--- src/rtl/bpbist_pkg.sv ---
package bpbist_pkg;

  typedef enum logic [2:0] {
    ST_IDLE  = 3'd0,
    ST_WRITE = 3'd1,
    ST_READ  = 3'd2,
    ST_DRAIN = 3'd3,
    ST_FIN   = 3'd4
  } bp_state_e;

  function automatic int unsigned pat_len(input bit bit_mode);
    return bit_mode ? 17 : 9;
  endfunction

endpackage

--- src/rtl/bpbist_table.sv ---
module bpbist_table #(
  parameter bit BIT_MODE = 1'b1,
  parameter int IW       = 5
) (
  input  logic [IW-1:0] idx_i,
  output logic [7:0]    data_o
);

  generate
    if (BIT_MODE) begin : g_walk_bit
      always_comb begin
        data_o = 8'h00;
        if (idx_i >= IW'(1) && idx_i <= IW'(8)) begin
          data_o = 8'h01 << (idx_i - IW'(1));
        end else if (idx_i >= IW'(9) && idx_i <= IW'(16)) begin
          data_o = ~(8'h01 << (idx_i - IW'(9)));
        end
      end
    end else begin : g_walk_nib
      always_comb begin
        data_o = 8'h00;
        if (idx_i >= IW'(1) && idx_i <= IW'(4)) begin
          data_o = 8'h11 << (idx_i - IW'(1));
        end else if (idx_i >= IW'(5) && idx_i <= IW'(8)) begin
          data_o = ~(8'h11 << (idx_i - IW'(5)));
        end
      end
    end
  endgenerate

endmodule

--- src/rtl/bpbist_walker.sv ---
module bpbist_walker #(
  parameter int AW   = 16,
  parameter int PLEN = 17,
  parameter int IW   = 5
) (
  input  logic          clk,
  input  logic          rst_n,
  input  logic          load_i,
  input  logic          step_i,
  input  logic          adv_phase_i,
  input  logic          clr_phase_i,
  input  logic [AW-1:0] base_i,
  input  logic [AW-1:0] span_i,
  output logic [AW-1:0] addr_o,
  output logic [IW-1:0] idx_o,
  output logic          last_o,
  output logic          last_phase_o
);

  localparam logic [IW-1:0] LAST_IDX = IW'(PLEN - 1);

  logic [AW-1:0] addr_q, addr_d;
  logic [AW-1:0] rem_q, rem_d;
  logic [IW-1:0] idx_q, idx_d;
  logic [IW-1:0] ph_q, ph_d;
  logic          adv_en;

  assign adv_en = load_i | step_i;

  always_comb begin
    ph_d = ph_q;
    if (clr_phase_i)      ph_d = '0;
    else if (adv_phase_i) ph_d = (ph_q == LAST_IDX) ? '0 : ph_q + IW'(1);
  end

  always_comb begin
    addr_d = addr_q;
    rem_d  = rem_q;
    idx_d  = idx_q;
    if (load_i) begin
      addr_d = base_i;
      rem_d  = span_i;
      idx_d  = ph_d;
    end else if (step_i) begin
      addr_d = addr_q + AW'(1);
      rem_d  = rem_q - AW'(1);
      idx_d  = (idx_q == LAST_IDX) ? '0 : idx_q + IW'(1);
    end
  end

  always_ff @(posedge clk or negedge rst_n) begin
    if (!rst_n) begin
      addr_q <= '0;
      rem_q  <= '0;
      idx_q  <= '0;
    end else if (adv_en) begin
      addr_q <= addr_d;
      rem_q  <= rem_d;
      idx_q  <= idx_d;
    end
  end

  always_ff @(posedge clk or negedge rst_n) begin
    if (!rst_n)                           ph_q <= '0;
    else if (clr_phase_i | adv_phase_i)   ph_q <= ph_d;
  end

  assign addr_o       = addr_q;
  assign idx_o        = idx_q;
  assign last_o       = (rem_q == '0);
  assign last_phase_o = (ph_q == LAST_IDX);

  assert_idx_range_R4: assert property (@(posedge clk) disable iff (!rst_n)
    idx_q <= LAST_IDX);

  assert_phase_range_R7: assert property (@(posedge clk) disable iff (!rst_n)
    ph_q <= LAST_IDX);

  assert_step_ascend_R3: assert property (@(posedge clk) disable iff (!rst_n)
    (step_i && !load_i) |=> (addr_o == $past(addr_o) + AW'(1)));

endmodule

--- src/rtl/bpbist_ctrl.sv ---
module bpbist_ctrl
  import bpbist_pkg::*;
#(
  parameter int AW       = 16,
  parameter bit BIT_MODE = 1'b1
) (
  input  logic          clk,
  input  logic          rst_n,
  input  logic          start_i,
  input  logic [AW-1:0] first_addr_i,
  input  logic [AW-1:0] last_addr_i,
  output logic          busy_o,
  output logic          done_o,
  output logic          fail_o,
  output logic [AW-1:0] fault_addr_o,
  output logic [7:0]    fault_exp_o,
  output logic [AW-1:0] mem_addr_o,
  output logic [7:0]    mem_wdata_o,
  output logic          mem_we_o,
  output logic          mem_re_o,
  input  logic [7:0]    mem_rdata_i
);

  localparam int PLEN = pat_len(BIT_MODE);
  localparam int IW   = $clog2(PLEN);

  bp_state_e     state_q, state_d;
  logic [AW-1:0] base_q, span_q;
  logic [AW-1:0] base_sel, span_sel;
  logic          accept, range_bad, mismatch;
  logic          ld, stp, adv, clr;
  logic [AW-1:0] cur_addr;
  logic [IW-1:0] cur_idx;
  logic          last_byte, last_phase;
  logic [7:0]    pat_byte;
  logic          rd_vld_q;
  logic [AW-1:0] rd_addr_q;
  logic [7:0]    rd_exp_q;
  logic          fail_q;
  logic [AW-1:0] fa_q;
  logic [7:0]    fe_q;

  assign accept    = (state_q == ST_IDLE) && start_i;
  assign range_bad = (last_addr_i < first_addr_i);
  assign mismatch  = rd_vld_q && (mem_rdata_i != rd_exp_q);
  assign base_sel  = (state_q == ST_IDLE) ? first_addr_i : base_q;
  assign span_sel  = (state_q == ST_IDLE) ? (last_addr_i - first_addr_i) : span_q;

  bpbist_walker #(.AW(AW), .PLEN(PLEN), .IW(IW)) u_walker (
    .clk          (clk),
    .rst_n        (rst_n),
    .load_i       (ld),
    .step_i       (stp),
    .adv_phase_i  (adv),
    .clr_phase_i  (clr),
    .base_i       (base_sel),
    .span_i       (span_sel),
    .addr_o       (cur_addr),
    .idx_o        (cur_idx),
    .last_o       (last_byte),
    .last_phase_o (last_phase)
  );

  bpbist_table #(.BIT_MODE(BIT_MODE), .IW(IW)) u_table (
    .idx_i  (cur_idx),
    .data_o (pat_byte)
  );

  always_comb begin
    state_d = state_q;
    ld = 1'b0; stp = 1'b0; adv = 1'b0; clr = 1'b0;
    unique case (state_q)
      ST_IDLE: begin
        if (start_i) begin
          if (range_bad) begin
            state_d = ST_FIN;
          end else begin
            clr = 1'b1; ld = 1'b1; state_d = ST_WRITE;
          end
        end
      end
      ST_WRITE: begin
        if (last_byte) begin
          ld = 1'b1; state_d = ST_READ;
        end else begin
          stp = 1'b1;
        end
      end
      ST_READ: begin
        if (mismatch)       state_d = ST_FIN;
        else if (last_byte) state_d = ST_DRAIN;
        else                stp = 1'b1;
      end
      ST_DRAIN: begin
        if (mismatch || last_phase) begin
          state_d = ST_FIN;
        end else begin
          adv = 1'b1; ld = 1'b1; state_d = ST_WRITE;
        end
      end
      ST_FIN:  state_d = ST_IDLE;
      default: state_d = ST_IDLE;
    endcase
  end

  always_ff @(posedge clk or negedge rst_n) begin
    if (!rst_n) state_q <= ST_IDLE;
    else        state_q <= state_d;
  end

  always_ff @(posedge clk or negedge rst_n) begin
    if (!rst_n) begin
      base_q <= '0;
      span_q <= '0;
    end else if (accept) begin
      base_q <= first_addr_i;
      span_q <= last_addr_i - first_addr_i;
    end
  end

  assign mem_we_o    = (state_q == ST_WRITE);
  assign mem_re_o    = (state_q == ST_READ) && !mismatch;
  assign mem_addr_o  = cur_addr;
  assign mem_wdata_o = pat_byte;

  always_ff @(posedge clk or negedge rst_n) begin
    if (!rst_n) rd_vld_q <= 1'b0;
    else        rd_vld_q <= mem_re_o;
  end

  always_ff @(posedge clk or negedge rst_n) begin
    if (!rst_n) begin
      rd_addr_q <= '0;
      rd_exp_q  <= '0;
    end else if (mem_re_o) begin
      rd_addr_q <= cur_addr;
      rd_exp_q  <= pat_byte;
    end
  end

  always_ff @(posedge clk or negedge rst_n) begin
    if (!rst_n) begin
      fail_q <= 1'b0;
      fa_q   <= '0;
      fe_q   <= '0;
    end else if (accept) begin
      fail_q <= range_bad;
      fa_q   <= '0;
      fe_q   <= '0;
    end else if (mismatch) begin
      fail_q <= 1'b1;
      fa_q   <= rd_addr_q;
      fe_q   <= rd_exp_q;
    end
  end

  assign busy_o       = (state_q != ST_IDLE);
  assign done_o       = (state_q == ST_FIN);
  assign fail_o       = fail_q;
  assign fault_addr_o = fa_q;
  assign fault_exp_o  = fe_q;

  assert_no_rw_clash_R10: assert property (@(posedge clk) disable iff (!rst_n)
    !(mem_we_o && mem_re_o));

  assert_done_single_R9: assert property (@(posedge clk) disable iff (!rst_n)
    done_o |=> !done_o);

  assert_busy_rise_R9: assert property (@(posedge clk) disable iff (!rst_n)
    (start_i && !busy_o) |=> busy_o);

  assert_bad_range_R2: assert property (@(posedge clk) disable iff (!rst_n)
    (start_i && !busy_o && range_bad) |=> (done_o && fail_o && !mem_we_o && !mem_re_o));

  assert_idle_quiet_R1: assert property (@(posedge clk) disable iff (!rst_n)
    !busy_o |-> (!mem_we_o && !mem_re_o));

  assert_result_hold_R6: assert property (@(posedge clk) disable iff (!rst_n)
    (!busy_o && !start_i) |=> ($stable(fail_o) && $stable(fault_addr_o) && $stable(fault_exp_o)));

endmodule

--- config.mk ---
export PLATFORM = sky130hd
export DESIGN_NAME = bpbist_ctrl
export DESIGN_NICKNAME = d
export VERILOG_FILES = /design/src/rtl/bpbist_pkg.sv /design/src/rtl/bpbist_table.sv /design/src/rtl/bpbist_walker.sv /design/src/rtl/bpbist_ctrl.sv
export SDC_FILE = /design/constraint.sdc
export NUM_CORES = 1
export LEC_CHECK = 0
export ABC_CLOCK_PERIOD_IN_PS = 6450
export BUFFER_PORTS_ARGS = -buffer_cell sky130_fd_sc_hd__buf_2
export CORE_UTILIZATION = 45
export DETAILED_ROUTE_END_ITERATION = 10
export HOLD_SLACK_MARGIN = 0.03
export PLACE_DENSITY_LB_ADDON = 0.12
export SYNTH_ARGS = -nofsm -noshare
export SYNTH_HDL_FRONTEND = slang
export SYNTH_SLANG_ARGS = --single-unit
--- constraint.sdc ---
create_clock -name clk -period 6.45 [get_ports clk]
set_input_delay 0.645 -clock clk [delete_from_list [all_inputs] [get_ports clk]]
set_output_delay 0.645 -clock clk [all_outputs]
set_load 0.01 [all_outputs]
==> impl_metrics.env <==
export IMPL_cts_sinks=127
export IMPL_cp_max_fo=44
export IMPL_ant_nets=0
export IMPL_multi_input_area_um2=3670
export IMPL_drive_above_1_share=0.199
export IMPL_p_seq_frac=0.362
export IMPL_path_clk_slew_ps=60
export IMPL_regToRegSetupSlack_ps=2710
export IMPL_fin_nets=920
export IMPL_synth_area_top_cells="dfrtp_1 45%, nand2_1 6.6%, o21ai_0 5.3%, ha_1 4.2%, mux2_2 4.0%"
export IMPL_yosys_warnings=0
export IMPL_grt_max_degree=73
export IMPL_cts_buffer_depth=2
export IMPL_post_cts_buffers=0
export IMPL_finalHoldViolCount=0
export IMPL_final_util=0.546
export IMPL_synth_largest_area_cell="dfrtp_1"
export IMPL_seq_area_um2=3180
export IMPL_syn_mean_instance_area_um2=9.21
export IMPL_holdBufCountCts=0
export IMPL_drc_errors=0
export IMPL_vias=5940
export IMPL_syn_num_nets=842
export IMPL_io_buffers=95
export IMPL_synth_cells=774
export IMPL_power_switching_mw=1.38
export IMPL_clock_fmax_mhz=268
export IMPL_slowest_stage="nand2_2"
export IMPL_powerDensity_nw_per_um2=417
export IMPL_setup_tns_ps=0
export IMPL_period_needed_ps=3740
export IMPL_fin_hold_ws_ps=259
export IMPL_swShare=0.395
export IMPL_leakagePower_nw=4.14
export IMPL_ys_types=66
export IMPL_comb_power_share=0.353
export IMPL_rsz0062_at_grt="false"
export IMPL_ios=96
export IMPL_cp_start_kind="flop"
export IMPL_dp_cells=1044
export IMPL_path_cells="inv_1, ha_1, or3b_2, nor2_1, nor4b_4, nand2_1, and2_4, nand2_2, nor2_1, a221o_1"
export IMPL_place_congestion=0.870
export IMPL_cpMostUsedCell="nor2_1"
export IMPL_worst_setup_path_type="flop to flop"
export IMPL_slew_headroom=0.205
export IMPL_cap_viol_max_count=0
export IMPL_initialDrtViolationCount=318
export IMPL_worst_pin_slew_ps=1190
export IMPL_die_area_um2=16300
export IMPL_die_x_um=128
export IMPL_fp_row_count=45
export IMPL_finalNonFillerCells=1077
export IMPL_insertion_delay_ps=430
export IMPL_syn_to_final_growth_pct=17.3
export IMPL_status="completed"
export IMPL_critPathArrivalTime_ps=4040
export IMPL_ys_seq_elements=127
export IMPL_synth_most_common_cell="dfrtp_1"
export IMPL_critPathMaxStageDelay_ps=590
export IMPL_synth_seq_area_share=0.446
export IMPL_synth_edff_count=0
export IMPL_cts_root_buf="clkbuf_16"
export IMPL_die_h_um=128
export IMPL_viasPerCell=5.52
export IMPL_grt_usage=0.227
export IMPL_synth_top_area_share=0.446
export IMPL_yosys_most_used_dff="dfrtp_1"
export IMPL_synth_async_reset_ratio=1.00
export IMPL_start_util=0.465
export IMPL_critPathCaptureType="flop"
export IMPL_wirelength_um=17600
export IMPL_fill_cells=1382
export IMPL_grt_first_pass_wirelength_um=28800
export IMPL_clkPwrFrac=0.285
export IMPL_post_drt_wl_per_cell_um=16.3
export IMPL_synth_common_cells="127 x dfrtp_1, 125 x nand2_1, 75 x o21ai_0"
export IMPL_syn_cell_area_um2=7130
export IMPL_finalPower_mw=3.48
export IMPL_dp_hpwl_um=12600
export IMPL_antenna_found_initial=0
export IMPL_overflow=0
export IMPL_finalClockSkew_ps=9.53
export IMPL_fin_crit_sh=0.580
export IMPL_hp_class="input pin to asynchronous set/reset pin"
export IMPL_ctsResizeCount=0
export IMPL_irDropWorstVdd_mv=0.247
export IMPL_p_int_mw=2.11
export IMPL_cts_made_buffers=17
export IMPL_drv_slew=0
export IMPL_grt_pass1_vias=5637
export IMPL_cp_required_ps=6760
export IMPL_setup_viol=0
export IMPL_h_tree_depth=4
export IMPL_cts_tree="done"
export IMPL_core_area_um2=15300
export IMPL_firstDrtPassIters=5
critical path: cells and delay by family (launching register included):
kind,cells,cell delay (ps)
DFF,1,450
AOI/OAI and AO/OA,1,400
and+or+nand+nor,7,2430
buffers and inverters,1,110
adders and majority gates,1,240
placed cells by master (no fill, tap or decap), types with 12 or more instances in the layout:
master | Yosys | final
mux2_2 | 25 | 25
nand3_1 | 22 | 22
and3_1 | 17 | 17
mux2i_1 | 25 | 25
nor2_1 | 51 | 50
o21ai_0 | 75 | 75
ha_1 | 24 | 24
a21oi_1 | 38 | 38
dfrtp_1 | 127 | 127
nand4_1 | 12 | 12
clkbuf_16 | 0 | 17
buf_2 | 10 | 94
inv_1 | 30 | 30
nand2_1 | 125 | 125
xor2_1 | 21 | 21
xnor2_1 | 25 | 25
kinds of logic after synthesis:
| group | count (synthesis) | share of synthesized area |
|---|---|---|
| AO/OA/AOI/OAI | 170 | 0.145 |
| multiplexers | 50 | 0.0746 |
| AND/OR/NAND/NOR | 283 | 0.190 |
| XOR/XNOR | 46 | 0.0565 |
| buffers and inverters | 73 | 0.0428 |
| adder cells (fa/ha/maj) | 25 | 0.0449 |
| flip-flops | 127 | 0.446 |
flip-flops by register name (all words and copies together) (netlist names):
signal and flops:
fail_o 1, u_walker.idx_o 5, rd_vld_q 1, rd_addr_q 16, rd_exp_q 8, u_walker.rem_q 16
fault_addr_o 16, span_q 16, base_q 16, fault_exp_o 8, state_q 3, u_walker.ph_q 5
u_walker.addr_o 16
power groups by stage:
| stage | Clock [mW] | Combinational [mW] | Sequential, mW |
|---|---|---|---|
| 2_1_floorplan | 0 | 0.903 | 1.21 |
| 3_3_place_gp | 0 | 1.21 | 1.26 |
| 3_5_place_dp | 0 | 1.23 | 1.27 |
| 4_1_cts | 1.01 | 1.24 | 1.26 |
| 5_1_grt | 1.04 | 1.40 | 1.30 |
| 6_report | 0.993 | 1.23 | 1.26 |
final timing paths:
path,from,endpoint,depth (start not counted)
max,u_walker.rem_q[0],u_walker.idx_o[2],10
min,rst_n,rd_exp_q[2],1
max reg2reg,u_walker.rem_q[0],u_walker.idx_o[2],10
min reg2reg,span_q[1],span_q[1],2
max in group asynchronous,rst_n,span_q[13],2
min in group clk,span_q[1],span_q[1],2
metrics by stage:
| stage | setup slack [ps] | cell area (µm²) |
|---|---|---|
| floorplan | 3550 | 7130 |
| global placement | 2640 | 7750 |
| detailed placement | 2440 | 7750 |
| CTS | 2740 | 8360 |
| global route | 2420 | 8360 |
| finish | 2710 | 8360 |
area by class of cell:
class,instances,area share
multi-input cells,574,0.439
clock inverters,14,0.0217
repair buffers,101,0.0625
diodes,1,0.000299
well taps,211,0.0316
inverters,31,0.0139
clock buffers,18,0.0513
flip-flops and latches,127,0.380
routing by layer:
metal | vias to the layer above | routed length, µm | share of wire | global-route usage
met5 | - | 0 | 0 | 0
met4 | 0 | 321 | 0.018 | 0.0858
met3 | 26 | 827 | 0.047 | 0.0422
met2 | 158 | 8350 | 0.47 | 0.369
met1 | 2899 | 8080 | 0.46 | 0.302
li1 | 2857 | - | - | -
Power figures use the tool's default switching activity.
